`src/rtl/rtc_tick_pkg.sv`:
```
package rtc_tick_pkg;

    localparam int CNT_W = 16;

    typedef enum logic [1:0] {
        TMR_IDLE   = 2'd0,
        TMR_ONCE   = 2'd1,
        TMR_REPEAT = 2'd2,
        TMR_HALT   = 2'd3
    } tmr_state_e;

    typedef struct packed {
        logic [2:0] period_sel;
        logic       repeat_en;
        logic       halt;
    } ctrl_word_t;

    function automatic logic [CNT_W-1:0] period_ms(input logic [2:0] sel);
        logic [CNT_W-1:0] p;
        unique case (sel)
            3'd0:    p = 16'd100;
            3'd1:    p = 16'd500;
            3'd2:    p = 16'd1000;
            3'd3:    p = 16'd5000;
            3'd4:    p = 16'd10000;
            3'd5:    p = 16'd30000;
            3'd6:    p = 16'd60000;
            default: p = 16'd100;
        endcase
        return p;
    endfunction

endpackage

```
`src/rtl/rtc_prescale.sv`:
```
module rtc_prescale #(
    parameter int CLK_PER_MS = 50000
) (
    input  logic clk,
    input  logic rst_n,
    output logic ms_tick
);
    generate
        if (CLK_PER_MS <= 1) begin : g_passthru
            assign ms_tick = rst_n;
        end else begin : g_divide
            localparam int CW = $clog2(CLK_PER_MS);
            localparam logic [CW-1:0] LAST = CW'(CLK_PER_MS - 1);
            logic [CW-1:0] div_q;

            always_ff @(posedge clk or negedge rst_n) begin
                if (!rst_n) begin
                    div_q <= '0;
                end else if (div_q == LAST) begin
                    div_q <= '0;
                end else begin
                    div_q <= div_q + 1'b1;
                end
            end

            assign ms_tick = (div_q == LAST);
        end
    endgenerate
endmodule

```
`src/rtl/rtc_update_gen.sv`:
```
module rtc_update_gen #(
    parameter int MS_PER_UPDATE = 100
) (
    input  logic clk,
    input  logic rst_n,
    input  logic ms_tick,
    output logic upd_pulse
);
    localparam int UW = (MS_PER_UPDATE > 1) ? $clog2(MS_PER_UPDATE) : 1;
    localparam logic [UW-1:0] ULAST = UW'(MS_PER_UPDATE - 1);

    logic [UW-1:0] ms_q;

    always_ff @(posedge clk or negedge rst_n) begin
        if (!rst_n) begin
            ms_q <= '0;
        end else if (ms_tick) begin
            ms_q <= (ms_q == ULAST) ? '0 : ms_q + 1'b1;
        end
    end

    assign upd_pulse = ms_tick && (ms_q == ULAST);
endmodule

```
`src/rtl/rtc_timeout_fsm.sv`:
```
module rtc_timeout_fsm
    import rtc_tick_pkg::*;
(
    input  logic             clk,
    input  logic             rst_n,
    input  logic             ms_tick,
    input  logic             ctrl_wr,
    input  ctrl_word_t       ctrl_w,
    output logic             tmo,
    output logic [CNT_W-1:0] count,
    output tmr_state_e       state
);
    tmr_state_e       state_q, state_d;
    logic [CNT_W-1:0] count_q;
    logic [2:0]       sel_q;
    logic             running;
    logic             expire;

    // State register
    always_ff @(posedge clk or negedge rst_n) begin
        if (!rst_n) begin
            state_q <= TMR_IDLE;
        end else begin
            state_q <= state_d;
        end
    end

    // Next state
    always_comb begin
        state_d = state_q;
        if (ctrl_wr) begin
            if (ctrl_w.halt) begin
                state_d = TMR_HALT;
            end else if (ctrl_w.repeat_en) begin
                state_d = TMR_REPEAT;
            end else begin
                state_d = TMR_ONCE;
            end
        end else begin
            unique case (state_q)
                TMR_IDLE:   state_d = TMR_IDLE;
                TMR_ONCE:   state_d = expire ? TMR_IDLE : TMR_ONCE;
                TMR_REPEAT: state_d = TMR_REPEAT;
                TMR_HALT:   state_d = TMR_HALT;
            endcase
        end
    end

    // Outputs
    always_comb begin
        running = (state_q == TMR_ONCE) || (state_q == TMR_REPEAT);
        expire  = running && ms_tick && !ctrl_wr && (count_q == CNT_W'(1));
        tmo     = expire;
        count   = count_q;
        state   = state_q;
    end

    // Millisecond down-counter; a start write wins over a same-cycle tick
    always_ff @(posedge clk or negedge rst_n) begin
        if (!rst_n) begin
            count_q <= '0;
            sel_q   <= '0;
        end else if (ctrl_wr && !ctrl_w.halt) begin
            count_q <= period_ms(ctrl_w.period_sel);
            sel_q   <= ctrl_w.period_sel;
        end else if (running && ms_tick && !ctrl_wr) begin
            if (count_q == CNT_W'(1)) begin
                count_q <= (state_q == TMR_REPEAT) ? period_ms(sel_q) : '0;
            end else begin
                count_q <= count_q - 1'b1;
            end
        end
    end
endmodule

```
`src/rtl/rtc_host_regs.sv`:
```
module rtc_host_regs
    import rtc_tick_pkg::*;
(
    input  logic             clk,
    input  logic             rst_n,
    input  logic             rd_en,
    input  logic             addr,
    input  logic             upd_pulse,
    input  logic             tmo,
    input  logic [CNT_W-1:0] count,
    input  tmr_state_e       state,
    output logic             chg_flag,
    output logic             irq,
    output logic [15:0]      rdata
);
    logic stat_rd;

    assign stat_rd = rd_en && !addr;

    // Setting has priority so no event is lost to a coincident read
    always_ff @(posedge clk or negedge rst_n) begin
        if (!rst_n) begin
            chg_flag <= 1'b0;
            irq      <= 1'b0;
        end else begin
            if (upd_pulse) begin
                chg_flag <= 1'b1;
            end else if (stat_rd) begin
                chg_flag <= 1'b0;
            end
            if (tmo) begin
                irq <= 1'b1;
            end else if (stat_rd) begin
                irq <= 1'b0;
            end
        end
    end

    always_comb begin
        if (addr) begin
            rdata = 16'(count);
        end else begin
            rdata = {12'd0, state, irq, chg_flag};
        end
    end
endmodule

```
`src/rtl/rtc_tick_timer.sv`:
```
module rtc_tick_timer
    import rtc_tick_pkg::*;
#(
    parameter int CLK_PER_MS    = 50000,
    parameter int MS_PER_UPDATE = 100
) (
    input  logic        clk,
    input  logic        rst_n,
    input  logic        wr_en,
    input  logic        rd_en,
    input  logic        addr,
    input  logic [4:0]  wdata,
    output logic [15:0] rdata,
    output logic        upd_pulse,
    output logic        irq
);
    logic             ms_tick;
    logic             tmo;
    logic             ctrl_wr;
    logic             chg_flag;
    ctrl_word_t       ctrl_w;
    logic [CNT_W-1:0] tmr_count;
    tmr_state_e       tmr_state;

    assign ctrl_wr = wr_en && !addr;
    assign ctrl_w  = ctrl_word_t'(wdata);

    rtc_prescale #(.CLK_PER_MS(CLK_PER_MS)) u_prescale (
        .clk     (clk),
        .rst_n   (rst_n),
        .ms_tick (ms_tick)
    );

    rtc_update_gen #(.MS_PER_UPDATE(MS_PER_UPDATE)) u_update (
        .clk       (clk),
        .rst_n     (rst_n),
        .ms_tick   (ms_tick),
        .upd_pulse (upd_pulse)
    );

    rtc_timeout_fsm u_timer (
        .clk     (clk),
        .rst_n   (rst_n),
        .ms_tick (ms_tick),
        .ctrl_wr (ctrl_wr),
        .ctrl_w  (ctrl_w),
        .tmo     (tmo),
        .count   (tmr_count),
        .state   (tmr_state)
    );

    rtc_host_regs u_regs (
        .clk       (clk),
        .rst_n     (rst_n),
        .rd_en     (rd_en),
        .addr      (addr),
        .upd_pulse (upd_pulse),
        .tmo       (tmo),
        .count     (tmr_count),
        .state     (tmr_state),
        .chg_flag  (chg_flag),
        .irq       (irq),
        .rdata     (rdata)
    );
endmodule

```
`config.mk`:
```
export PLATFORM = sky130hd
export DESIGN_NAME = rtc_tick_timer
export DESIGN_NICKNAME = d
export VERILOG_FILES = /design/src/rtl/rtc_tick_pkg.sv /design/src/rtl/rtc_prescale.sv /design/src/rtl/rtc_update_gen.sv /design/src/rtl/rtc_timeout_fsm.sv /design/src/rtl/rtc_host_regs.sv /design/src/rtl/rtc_tick_timer.sv
export SDC_FILE = /design/constraint.sdc
export NUM_CORES = 1
export LEC_CHECK = 0
export ABC_AREA = 1
export BUFFER_PORTS_ARGS = -buffer_cell sky130_fd_sc_hd__buf_2
export CELL_PAD_IN_SITES_DETAIL_PLACEMENT = 0
export CELL_PAD_IN_SITES_GLOBAL_PLACEMENT = 1
export CORE_MARGIN = 2
export CORE_UTILIZATION = 40
export CTS_BUF_LIST = sky130_fd_sc_hd__clkbuf_16
export CTS_CLUSTER_SIZE = 25
export DETAILED_ROUTE_END_ITERATION = 7
export PLACE_DENSITY = 0.8
export RECOVER_POWER = 100
export SYNTH_ARGS = -nofsm -noshare
export SYNTH_HDL_FRONTEND = slang
export SYNTH_HIERARCHICAL = 1
export SYNTH_SLANG_ARGS = --single-unit
```
`constraint.sdc`:
```
create_clock -name clk -period 2.6 [get_ports clk]
set_input_delay 0.26 -clock clk [delete_from_list [all_inputs] [get_ports clk]]
set_output_delay 0.26 -clock clk [all_outputs]
set_load 0.005 [all_outputs]
```
==> results of run 1 <==
## cell families after synthesis
logic type | after synthesis
flip-flops | 46
AO/OA/AOI/OAI | 58
XOR/XNOR | 11
adder cells (fa/ha/maj) | 8
AND/OR/NAND/NOR | 298
buffers and inverters | 88
## worst max-delay path by stage
stage / endpoint / slack [ns] / from
final: u_timer/count[15] / 0.37 / u_prescale/g_divide.div_q[0]
after global routing: u_timer/count[9] / 0.12 / u_prescale/g_divide.div_q[0]
after CTS: upd_pulse / 0.38 / u_prescale/g_divide.div_q[0]
after detailed placement: u_timer/count[11] / 0.40 / u_prescale/g_divide.div_q[0]
after global placement: u_timer/count[11] / 0.49 / u_prescale/g_divide.div_q[0]
after floorplan: u_timer/count[9] / 0.78 / u_prescale/g_divide.div_q[0]
## metal layers
| metal | track usage (%) | vias up | share of wire [%] |
|---|---|---|---|
| li1 | - | 1648 | - |
| met1 | 24.3 | 1395 | 43 |
| met2 | 34.7 | 71 | 49 |
| met3 | 3.00 | 17 | 4.8 |
| met4 | 7.85 | 0 | 2.9 |
| met5 | 0 | - | 0 |
## synthesized netlist by cell type, types with 2 or more instances
cell / instances
nand2_2: 7
a31oi_1: 4
xnor2_1: 2
dfrtp_1: 46
nand3_2: 3
a21oi_1: 16
nor2_2: 7
nand4_1: 7
ha_1: 8
nand3_1: 27
inv_2: 5
nand3b_1: 2
a21oi_2: 2
nor2_4: 4
nor2_1: 76
o21ai_1: 9
o22ai_1: 3
xor2_1: 9
inv_1: 75
nand2_1: 161
o21ai_0: 19
buf_6: 3
nor3_1: 3
## sequential cells by signal, indices dropped and copies added, names as in the netlist
register	count
u_prescale/g_divide.div_q	16
u_regs/chg_flag	1
u_regs/irq	1
u_timer/count	16
u_timer/sel_q	3
u_timer/state	2
u_update/ms_q	7
## layout make-up
class / count / area, um2
multi-input combinational: 375 / 1770
inverter: 81 / 304
clock inverter: 3 / 12.5
fill: 879 / 4500
sequential: 46 / 1150
timing repair buffer: 30 / 141
clock buffer: 5 / 125
tap: 105 / 131
## power groups by stage
stage	clock network (uW)	logic, uW	registers (uW)
global route	658	709	951
global placement	0	615	946
CTS	629	620	932
floorplan	0	457	898
detailed placement	0	618	945
finish	603	610	931
## placed cells by master (no fill, tap or decap), types with 2 or more instances in the layout
cell type	count
nor2_1	77
a21oi_1	16
inv_1	79
o22ai_1	3
clkbuf_16	5
clkinv_1	2
nand4_1	7
xnor2_1	2
nor3_1	4
a31oi_1	4
nand3_2	3
xor2_1	9
nor2_4	3
clkbuf_1	10
nand2_2	4
buf_2	16
o21ai_1	8
nor2_2	7
buf_4	2
ha_1	8
o21ai_0	20
dfrtp_1	46
inv_2	2
nand3_1	27
a21oi_2	2
nand2_1	164
nand3b_1	2
## per-stage QoR
stage / instances / utilization [%] / hold slack (ns) / total power, uW
after floorplan: 509 / - / -0.0356 / 1360
after global placement: 637 / 43.6 / 0.390 / 1560
after detailed placement: 637 / 43.6 / 0.392 / 1560
after CTS: 645 / 45.3 / 0.0847 / 2180
after global routing: 645 / 44.7 / 0.237 / 2320
final: 645 / 44.7 / 0.231 / 2140
## critical path: stages, from the launching register on
cell and delay [ns]:
dfrtp_1 0.38, ha_1 0.21, nand3_2 0.12, nor2_1 0.12
nand2_1 0.15, inv_1 0.12, nand3_1 0.18, nand2_2 0.32
inv_2 0.14, a31oi_1 0.25, a21oi_1 0.11
==> results by group, run 1 <==
Run status
  – Outcome: finished clean

Power
  – Switch share: 36.3%
  – Power share of the sequential group: 43.4%
  – Combinational power share: 28.4%
  – Leak: 0.00196 uW
  – Cell internal pwr: 1370 uW
  – Worst VDD drop: 0.000255 V
  – PwrDens: 589 mW/mm2
  – Switching power: 778 uW
  – Clock share of power: 28.1%

Clocking
  – Worst skew pair latency: 0.28 ns
  – Setup bufs post-CTS: 0
  – Hold buffers post-CTS: 0
  – CTS sink cnt: 46
  – Clk buf depth: 2
  – H-Tree Depth: 2
  – Number of gates resized after CTS: 0
  – Root Buffer: clkbuf_16
  – TritonCTS Buffers: 5
  – CTS tree: built
  – Clock slew at reported path FFs: 0.06 ns

Detailed routing
  – Drt total wl: 8.22 mm
  – Drt drc: 0
  – WL/cell: 12.7 um
  – Vias: 3131
  – First-pass DRT Iterations: 5
  – ANT nets after route: 0
  – Detailed router's first-iteration violation count: 151
  – Vias/cell: 4.85

Yosys
  – Top cell type's share of synthesized area: 34.7%
  – Post-synthesis mux area share: 0%
  – Compound-Gate Fraction of Synth Area: 9.80%
  – Area leader, netlist: dfrtp_1
  – Synth unique cells: 34
  – EDFF count, synth: 0
  – Sequential fraction of the synthesis area: 34.7%
  – Yosys Warn Count: 6
  – Mean Syn Cell Area: 6.52 um2
  – Register bit count reported by yosys: 46
  – Xor and xnor area share after synthesis: 2.90%
  – Synth Cell Area: 0.00332 mm2
  – Ranking of synthesized cells by area: dfrtp_1 35%, nand2_1 18%, nor2_1 8.6%
  – Adder-Cell Fraction of Synth Area: 3.02%
  – Syn_nets: 527
  – Ys async rst share: 100%
  – Post-synthesis simple-gate area fraction: 38.5%
  – Synthesized netlist cell count: 509
  – Synth Flop Type: dfrtp_1
  – Largest family of logic cells by synthesized area: simple AND/OR/NAND/NOR gates

Floorplan
  – Core Box Area: 0.00813 mm2
  – Die area: 0.00904 mm2
  – Die Y: 95.1 um
  – Row count: 33
  – Die width: 95.1 um
  – # IOs: 28
  – Starting Density: 40.8%

Finish
  – Layout cell share with drive strength beyond 1: 8.70%
  – N_diodes: 0
  – Fin nets: 557
  – Fin area: 0.00364 mm2
  – Area growth from synthesis to layout: 9.61%

Setup path
  – CP max FO: 16
  – Worst reg2reg setup slack: 0.37 ns
  – Register-to-Register Path Depth: 10
  – CP Launch Type: register
  – R2r startpoint: u_prescale/g_divide.div_q[0]
  – Reg-to-reg endpoint: u_timer/count[15]
  – Critical path endpoint category: register
  – CP required: 2.76 ns
  – Worst Path Class, Setup: reg2reg
  – Critical path arrival: 2.39 ns

Global routing
  – Vias in the first global route: 2975
  – Largest net degree at the start of global routing: 47
  – Initial antenna violation count: 0
  – Total gr overflow: 0
  – All-Layer GR Usage: 19.8%
  – First-pass GRT wire length: 13.9 mm

Timing
  – Worst slew margin: 22.4%
  – Hold Vio Cnt, Final: 0
  – PnR worst setup slack: 0.375 ns
  – # setup viols final: 0
  – Clk_skew: 0.00428 ns
  – Setup_tns: 0 ns
  – RSZ-0062 raised after global routing: false
  – Worst-margin pin slew: 1.16 ns
  – Max Clock Freq: 0.449 GHz
  – Max Slew Vio Count: 0
  – Part of the cycle the worst path needs: 85.6%
  – Final Critical Period: 2.23 ns

Placement
  – Buffers added on ports: 27
  – Post-DP Area: 0.00354 mm2
  – Final RePlAce weighted congestion: 0.947
  – Hpwl dp: 6.34 mm
  – Place WS: 0.403 ns

Worst hold path
  – Worst hold path stage count: 3
  – Worst Hold Launch: wdata[1]
  – Tightest Hold Check Type: in2reg
  – WHS Endpoint: u_timer/state[1]

Job
  – Max-cap viol count: 0
(Power assumes the default switching activity.)
==> run 2: changes to the inputs <==
--- a/config.mk
+++ b/config.mk
@@ -14,9 +14,8 @@
 export CTS_BUF_LIST = sky130_fd_sc_hd__clkbuf_16
 export CTS_CLUSTER_SIZE = 25
 export DETAILED_ROUTE_END_ITERATION = 7
-export PLACE_DENSITY = 0.8
+export PLACE_DENSITY = 0.79
 export RECOVER_POWER = 100
 export SYNTH_ARGS = -nofsm -noshare
 export SYNTH_HDL_FRONTEND = slang
-export SYNTH_HIERARCHICAL = 1
 export SYNTH_SLANG_ARGS = --single-unit
==> run 2 against run 1 <==
Compared with the run above:
- combinational power decreased by 12%
- count of clock-buffer cells in the layout unchanged
- fmax increased by 3.7%
- core utilization increased by 1.1 points
- first-iteration DRC count decreased by 6.0%
- worst hold slack improved by 0.0043 ns
- cell count decreased by 5.7%
- sequential share of layout area increased by 0.52 points
- setup slack improved by 0.079 ns
- clock power increased by 19%
- largest cell class unchanged
- largest power group unchanged
==> results by group, run 2 <==
Run status
  – Outcome: finished clean (unchanged)

Setup path
  – Register-to-Register Path Depth: 11 (was 10)
  – Worst path buffer plus inverter count: 2 (unchanged)
  – CP max stage cell: dfrtp_1 (unchanged)
  – CP Launch Type: register (unchanged)
  – Critical path arrival: 1.89 ns (was 2.39 ns)
  – Crit path depth: 8 (was 10)
  – Worst reg2reg setup slack: 0.60 ns (was 0.37 ns)
  – CP required: 2.34 ns (was 2.76 ns)
  – CP max FO: 13 (was 16)
  – CP delay by family, top: simple AND/OR/NAND/NOR gates (unchanged)
  – Critical path endpoint category: primary output (was register)
  – CP peak stage delay: 0.37 ns (was 0.38 ns)
  – CP Cell Sequence: ha_1, nand2_1, inv_1, nand2_2, nor2_4, nand2_1, nor2_1, clkbuf_2 (was ha_1, nand3_2, nor2_1, nand2_1, inv_1, nand3_1, nand2_2, inv_2, a31oi_1, a21oi_1)
  – Worst Path Class, Setup: reg2out (was reg2reg)
  – Most frequent CP cell: nand2_1

Clocking
  – Clk buf depth: 2 (unchanged)
  – H-Tree Depth: 2 (unchanged)
  – Number of gates resized after CTS: 0 (unchanged)
  – CTS tree: built (unchanged)
  – Root Buffer: clkbuf_16 (unchanged)
  – CTS sink cnt: 46 (unchanged)
  – Clock slew at reported path FFs: 0.07 ns (was 0.06 ns)
  – TritonCTS Buffers: 5 (unchanged)
  – Worst skew pair latency: 0.29 ns (was 0.28 ns)

Global routing
  – First-pass GRT wire length: 13.8 mm (was 13.9 mm)
  – Vias in the first global route: 2922 (was 2975)
  – Total gr overflow: 0 (unchanged)
  – All-Layer GR Usage: 19.9% (was 19.8%)
  – Initial antenna violation count: 0 (unchanged)
  – Largest net degree at the start of global routing: 30 (was 47)

Detailed routing
  – Met3 routed WL: 315 um (was 392 um)
  – ANT nets after route: 0 (unchanged)
  – Detailed router's first-iteration violation count: 142 (was 151)
  – WL met2: 4.04 mm (was 4.03 mm)
  – Drt total wl: 8.11 mm (was 8.22 mm)
  – Drt drc: 0 (unchanged)
  – Max layer used: met4 (unchanged)
  – First-pass DRT Iterations: 4 (was 5)
  – Vias/cell: 4.87 (was 4.85)
  – Vias: 2960 (was 3131)
  – Post-Route M1 WL: 3.68 mm (was 3.56 mm)
  – WL/cell: 13.3 um (was 12.7 um)

Yosys
  – Register bit count reported by yosys: 46 (unchanged)
  – Top cell type's share of synthesized area: 35.5% (was 34.7%)
  – Sequential fraction of the synthesis area: 35.5% (was 34.7%)
  – Synth Flop Type: dfrtp_1 (unchanged)
  – Synth Cell Area: 0.00325 mm2 (was 0.00332 mm2)
  – Yosys Warn Count: 0 (was 6)
  – Synth unique cells: 34 (unchanged)
  – Most common cell in the netlist: nand2_1 (unchanged)
  – Ys async rst share: 100% (unchanged)
  – Ranking of synthesized cells by area: dfrtp_1 35%, nand2_1 14%, inv_1 8.3% (was dfrtp_1 35%, nand2_1 18%, nor2_1 8.6%)
  – EDFF count, synth: 0 (unchanged)
  – Syn_nets: 493 (was 527)
  – Synthesized netlist cell count: 475 (was 509)
  – Mean Syn Cell Area: 6.83 um2 (was 6.52 um2)
  – Top cells by count, synth: 119 x nand2_1, 72 x inv_1, 71 x nor2_1 (was 161 x nand2_1, 76 x nor2_1, 75 x inv_1)
  – Area leader, netlist: dfrtp_1 (unchanged)

Floorplan
  – Die width: 94.1 um (was 95.1 um)
  – # IOs: 28 (unchanged)
  – Row count: 32 (was 33)
  – Die Y: 94.1 um (was 95.1 um)
  – Die area: 0.00885 mm2 (was 0.00904 mm2)
  – Starting Density: 41.6% (was 40.8%)
  – Core Box Area: 0.00781 mm2 (was 0.00813 mm2)

Finish
  – Area growth from synthesis to layout: 10.3% (was 9.61%)
  – Layout cell share with drive strength beyond 1: 8.50% (was 8.70%)
  – Most common cell after layout, fill and taps aside: nand2_1 (unchanged)
  – Fin nets: 523 (was 557)
  – N_diodes: 0 (unchanged)
  – Non-filler instance count after layout: 608 (was 645)
  – Commonest non-fill, non-tap cells in the layout: 121 x nand2_1, 76 x inv_1, 72 x nor2_1, 46 x dfrtp_1, 31 x nand3_1 (was 164 x nand2_1, 79 x inv_1, 77 x nor2_1, 46 x dfrtp_1, 27 x nand3_1)

Timing
  – PnR worst setup slack: 0.454 ns (was 0.375 ns)
  – RSZ-0062 raised after global routing: false (unchanged)
  – Max Clock Freq: 0.466 GHz (was 0.449 GHz)
  – Hold Vio Cnt, Final: 0 (unchanged)
  – Worst-margin pin slew: 0.969 ns (was 1.16 ns)
  – Setup_tns: 0 ns (unchanged)
  – Clk_skew: 0.00718 ns (was 0.00428 ns)
  – Part of the cycle the worst path needs: 82.5% (was 85.6%)
  – # setup viols final: 0 (unchanged)
  – Max Slew Vio Count: 0 (unchanged)
  – Worst slew margin: 35.4% (was 22.4%)
  – Final Critical Period: 2.15 ns (was 2.23 ns)

Worst hold path
  – Worst hold path stage count: 3 (unchanged)
  – Tightest Hold Check Type: in2reg (unchanged)

Placement
  – Place WS: 0.761 ns (was 0.403 ns)
  – Final RePlAce weighted congestion: 0.850 (was 0.947)
  – Hpwl dp: 6.34 mm (about the same)
  – Buffers added on ports: 27 (unchanged)
  – Cells after DPL: 599 (was 637)

Power
  – Worst VDD drop: 0.000276 V (was 0.000255 V)
  – PwrDens: 603 mW/mm2 (was 589 mW/mm2)
  – Leak: 0.00190 uW (was 0.00196 uW)

Job
  – Max-cap viol count: 0 (unchanged)
run 2: cell count changes after synthesis, sizes merged, moves of 2 or more:
cell,change
inv,-2
nor3,+9
o31ai,+2
nand2,-43
nor4,+4
xor2,+4
nor2,-4
buf,-2
o21a,+2
nand3b,-2
a31oi,-4
run 2: power breakdown:
group	total, uW	switching, uW	internal, uW	leakage (uW)
Clock	718	268	450	0.0000812
Combinational	538	345	193	0.00123
Sequential	904	117	786	0.000586
Total	2160	730	1430	0.00190
run 2: metrics by stage:
step	hold slack, ns	area [um2]	power, uW	utilization, %
after floorplan	-0.0356	3250	1280	-
after global placement	0.209	3480	1470	44.5
after detailed placement	0.211	3480	1470	44.5
after CTS	0.228	3650	2200	46.8
after global routing	0.248	3580	2310	45.8
final	0.235	3580	2160	45.8
run 2: worst reg2reg max path: stages, from the launching register on:
cell     delay, ns
dfrtp_1       0.40
ha_1          0.22
nand2_1       0.07
inv_1         0.06
nand2_2       0.12
nor2_4        0.05
nand3_1       0.26
nand2_4       0.19
inv_1         0.31
nor2_1        0.07
nand2_1       0.06
o21ai_0       0.07
run 2: layout make-up:
cell class / count / area (um2)
Fill cell: 838 / 4230
Multi-Input combinational cell: 345 / 1700
Sequential cell: 46 / 1150
Inverter: 78 / 293
Timing Repair Buffer: 29 / 138
Tap cell: 102 / 128
Clock buffer: 5 / 125
Clock inverter: 3 / 41.3
run 2: metal layers:
| metal | GRT usage [%] | up-vias |
|---|---|---|
| met1 | 25.8 | 1347 |
| li1 | - | 1560 |
| met3 | 3.37 | 6 |
| met5 | 0 | - |
| met4 | 4.47 | 0 |
| met2 | 34.9 | 47 |
run 2: cells by family (layout without fill, tap and decap cells):
family / count (synthesis) / after routing / share of synthesized area, %
simple gates: 264 / 264 / 37.3
buf+inv: 84 / 115 / 10.3
compound gates: 57 / 57 / 9.56
flops: 46 / 46 / 35.5
xor+xnor: 16 / 16 / 4.32
fa+ha+maj: 8 / 8 / 3.08
run 2: what timing repair did:
item | CTS | global route
hold endpoints to repair | 17 | 0
hold buffers | 1 | 0
setup buffers | 0 | 0
run 2: path summary, 6_finish.rpt:
path	from	to
setup / recovery	u_prescale.g_divide.div_q[0]	upd_pulse
hold / removal	wdata[0]	u_timer.state[0]
setup reg to reg	u_prescale.g_divide.div_q[0]	u_timer.count[3]
hold reg to reg	u_prescale.g_divide.div_q[0]	u_prescale.g_divide.div_q[0]
max in group asynchronous	rst_n	u_timer.count[10]
min in group asynchronous	rst_n	u_prescale.g_divide.div_q[3]
==> run 3: changes to the inputs <==
--- a/config.mk
+++ b/config.mk
@@ -10,11 +10,11 @@
 export CELL_PAD_IN_SITES_DETAIL_PLACEMENT = 0
 export CELL_PAD_IN_SITES_GLOBAL_PLACEMENT = 1
 export CORE_MARGIN = 2
-export CORE_UTILIZATION = 40
+export CORE_UTILIZATION = 39
 export CTS_BUF_LIST = sky130_fd_sc_hd__clkbuf_16
 export CTS_CLUSTER_SIZE = 25
 export DETAILED_ROUTE_END_ITERATION = 7
-export PLACE_DENSITY = 0.79
+export PLACE_DENSITY = 0.8
 export RECOVER_POWER = 100
 export SYNTH_ARGS = -nofsm -noshare
 export SYNTH_HDL_FRONTEND = slang
==> constraint.sdc (replaced) <==
create_clock -name clk -period 1.95 [get_ports clk]
set_input_delay 0.195 -clock clk [delete_from_list [all_inputs] [get_ports clk]]
set_output_delay 0.195 -clock clk [all_outputs]
set_load 0.005 [all_outputs]
==> run 3 against run 2 <==
Compared with the run above:
- global-route usage decreased by 0.27 points
- largest cell class unchanged
- sequential share of layout area decreased by 0.45 points
- die area increased by 2.5%
- design area increased by 1.4%
- worst hold slack got worse by 0.078 ns
==> results by group, run 3 (synthesis results as in run 2) <==
Clocking
  – Hold buffers post-CTS: 0 (was 1)
  – CTS sink cnt: 46 (unchanged)
  – TritonCTS Buffers: 5 (unchanged)
  – Root Buffer: clkbuf_16 (unchanged)
  – Worst skew pair latency: 0.29 ns (about the same)
  – H-Tree Depth: 2 (unchanged)
  – Clk buf depth: 2 (unchanged)
  – CTS tree: built (unchanged)
  – Clock slew at reported path FFs: 0.07 ns (about the same)

Floorplan
  – Die width: 95.2 um (was 94.1 um)
  – Die area: 0.00907 mm2 (was 0.00885 mm2)
  – Row count: 33 (was 32)
  – # IOs: 28 (unchanged)
  – Starting Density: 39.9% (was 41.6%)
  – Die Y: 95.2 um (was 94.1 um)
  – Core Box Area: 0.00813 mm2 (was 0.00781 mm2)

Global routing
  – First-pass GRT wire length: 13.8 mm (about the same)
  – GR Util met2: 33.9% (was 34.9%)
  – Met1 Resource Use GR: 25.7% (was 25.8%)
  – Total gr overflow: 0 (unchanged)
  – Largest net degree at the start of global routing: 47 (was 30)
  – Initial antenna violation count: 0 (unchanged)
  – GR peak layer: met2 (unchanged)
  – Vias in the first global route: 2911 (was 2922)
  – GR Util met3: 2.85% (was 3.37%)
  – All-Layer GR Usage: 19.7% (was 19.9%)

Timing
  – Max Slew Vio Count: 0 (unchanged)
  – Worst slew margin: 21.6% (was 35.4%)
  – Part of the cycle the worst path needs: 93.5%
  – Final Critical Period: 1.82 ns
  – Setup_tns: 0 ns (unchanged)
  – Clk_skew: 0.00848 ns (was 0.00718 ns)
  – RSZ-0062 raised after global routing: false (unchanged)
  – Hold Vio Cnt, Final: 0 (unchanged)
  – Max Clock Freq: 0.548 GHz
  – Worst-margin pin slew: 1.18 ns (was 0.969 ns)
  – # setup viols final: 0 (unchanged)

Power
  – PwrDens: 765 mW/mm2 (was 603 mW/mm2)
  – Worst VDD drop: 0.000335 V (was 0.000276 V)
  – Power after layout: 2780 uW (was 2160 uW)
  – Leak: 0.00192 uW (was 0.00190 uW)

Detailed routing
  – Vias/cell: 4.94 (was 4.87)
  – Vias: 3039 (was 2960)
  – Drt drc: 0 (unchanged)
  – First-pass DRT Iterations: 5 (was 4)
  – WL/cell: 13.3 um (about the same)
  – ANT nets after route: 0 (unchanged)
  – Drt total wl: 8.20 mm (was 8.11 mm)
  – Detailed router's first-iteration violation count: 117 (was 142)

Setup path
  – CP Launch Type: register (unchanged)
  – Critical path arrival: 2.00 ns (was 1.89 ns)
  – Worst Path Class, Setup: reg2reg (was reg2out)
  – CP max stage cell: dfrtp_1 (unchanged)
  – Critical path endpoint category: register (was primary output)
  – CP max FO: 15 (was 13)
  – CP required: 2.12 ns (was 2.34 ns)
  – Most frequent CP cell: inv_1 (was nand2_1)
  – CP Launch Point: u_timer.state[0] (was u_prescale.g_divide.div_q[0])
  – Register-to-Register Path Depth: 9 (was 11)
  – Worst setup path endpoint: u_timer.count[14] (was upd_pulse)
  – R2r startpoint: u_timer.state[0] (was u_prescale.g_divide.div_q[0])
  – CP peak stage delay: 0.38 ns (was 0.37 ns)
  – Worst reg2reg setup slack: 0.13 ns (was 0.60 ns)
  – Reg-to-reg endpoint: u_timer.count[14] (was u_timer.count[3])
  – CP Cell Sequence: inv_1, ha_1, inv_1, nor2_2, nand3_4, nand2_8, inv_2, nor2_1, a21oi_1 (was ha_1, nand2_1, inv_1, nand2_2, nor2_4, nand2_1, nor2_1, clkbuf_2)

Finish
  – N_diodes: 0 (unchanged)
  – Layout cell share with drive strength beyond 1: 10.2% (was 8.50%)
  – Fillcell total: 866 (was 838)
  – Most common cell after layout, fill and taps aside: nand2_1 (unchanged)
  – Area growth from synthesis to layout: 11.9% (was 10.3%)
  – Fin nets: 527 (was 523)
  – Commonest non-fill, non-tap cells in the layout: 120 x nand2_1, 74 x inv_1, 70 x nor2_1, 46 x dfrtp_1, 30 x nand3_1 (was 121 x nand2_1, 76 x inv_1, 72 x nor2_1, 46 x dfrtp_1, 31 x nand3_1)

Placement
  – Buffers added on ports: 27 (unchanged)
  – Final RePlAce weighted congestion: 0.867 (was 0.850)
  – Hpwl dp: 6.41 mm (was 6.34 mm)

Job
  – Max-cap viol count: 0 (unchanged)

Worst hold path
  – Tightest Hold Check Type: in2reg (unchanged)

Run status
  – Outcome: finished clean (unchanged)
[run 3: cell count changes in the layout (fill, tap and decap cells not counted), sizes merged]
| cell | change |
|---|---|
| buf | +1 |
| dlygate4sd3 | -1 |
| bufinv | -1 |
| clkinvlp | -1 |
| clkinv | +2 |
| clkbuf | +4 |
[run 3: area by class of cell]
| cell class | count | area (um2) | area share (%) |
|---|---|---|---|
| flip-flops and latches | 46 | 1150 | 31.7 |
| inverters | 78 | 293 | 8.06 |
| clock buffers | 5 | 125 | 3.45 |
| multi-input cells | 345 | 1760 | 48.3 |
| repair buffers | 33 | 158 | 4.34 |
| well taps | 105 | 131 | 3.62 |
| clock inverters | 3 | 17.5 | 0.482 |
[run 3: worst min path at each step]
stage	cells past startpoint	to	startpoint	slack (ns)
3_3_place_gp	2	u_prescale.g_divide.div_q[8]	rst_n	0.33
2_1_floorplan	0	u_prescale.g_divide.div_q[0]	rst_n	-0.10
3_5_place_dp	2	u_prescale.g_divide.div_q[5]	rst_n	0.33
5_1_grt	3	u_timer.state[1]	wdata[1]	0.17
4_1_cts	2	u_prescale.g_divide.div_q[10]	rst_n	0.02
6_report	3	u_timer.state[1]	wdata[1]	0.16
[run 3: power breakdown]
group	switching [uW]	internal, uW	leakage [uW]
sequential	160	1050	0.000586
combinational	468	262	0.00126
clock	367	471	0.0000750
[run 3: layer usage]
| metal | part of all wire (%) | routed length (um) |
|---|---|---|
| met1 | 47 | 3830 |
| met2 | 49 | 3980 |
| met3 | 3.8 | 311 |
| met4 | 1.0 | 82 |
| met5 | 0 | 0 |
[run 3: timing repair]
item | 4_1_cts | 5_1_grt
endpoints found under the setup margin | 0 | 10
setup buffers | 0 | 0
hold endpoints to repair | 0 | 0
gates resized for setup | 0 | 5
[run 3: worst max-delay path: cells and delay by family (launching register included)]
family / cells / cell delay, ns
AOI/OAI and AO/OA: 1 / 0.09
and+or+nand+nor: 4 / 0.70
buffers and inverters: 3 / 0.25
adders and majority gates: 1 / 0.28
DFF: 1 / 0.38
[run 3: through the flow]
| stage | instances | util (%) | instance area [um2] | hold WS, ns | worst slack, ns |
|---|---|---|---|---|---|
| after floorplan | 475 | - | 3250 | -0.101 | 0.459 |
| after global placement | 607 | 43.2 | 3520 | 0.328 | 0.0162 |
| after detailed placement | 607 | 43.2 | 3520 | 0.330 | 0.0639 |
| after CTS | 615 | 45.0 | 3660 | 0.0176 | 0.0118 |
| after global routing | 615 | 44.6 | 3630 | 0.173 | 0.00962 |
| final | 615 | 44.6 | 3630 | 0.157 | 0.127 |
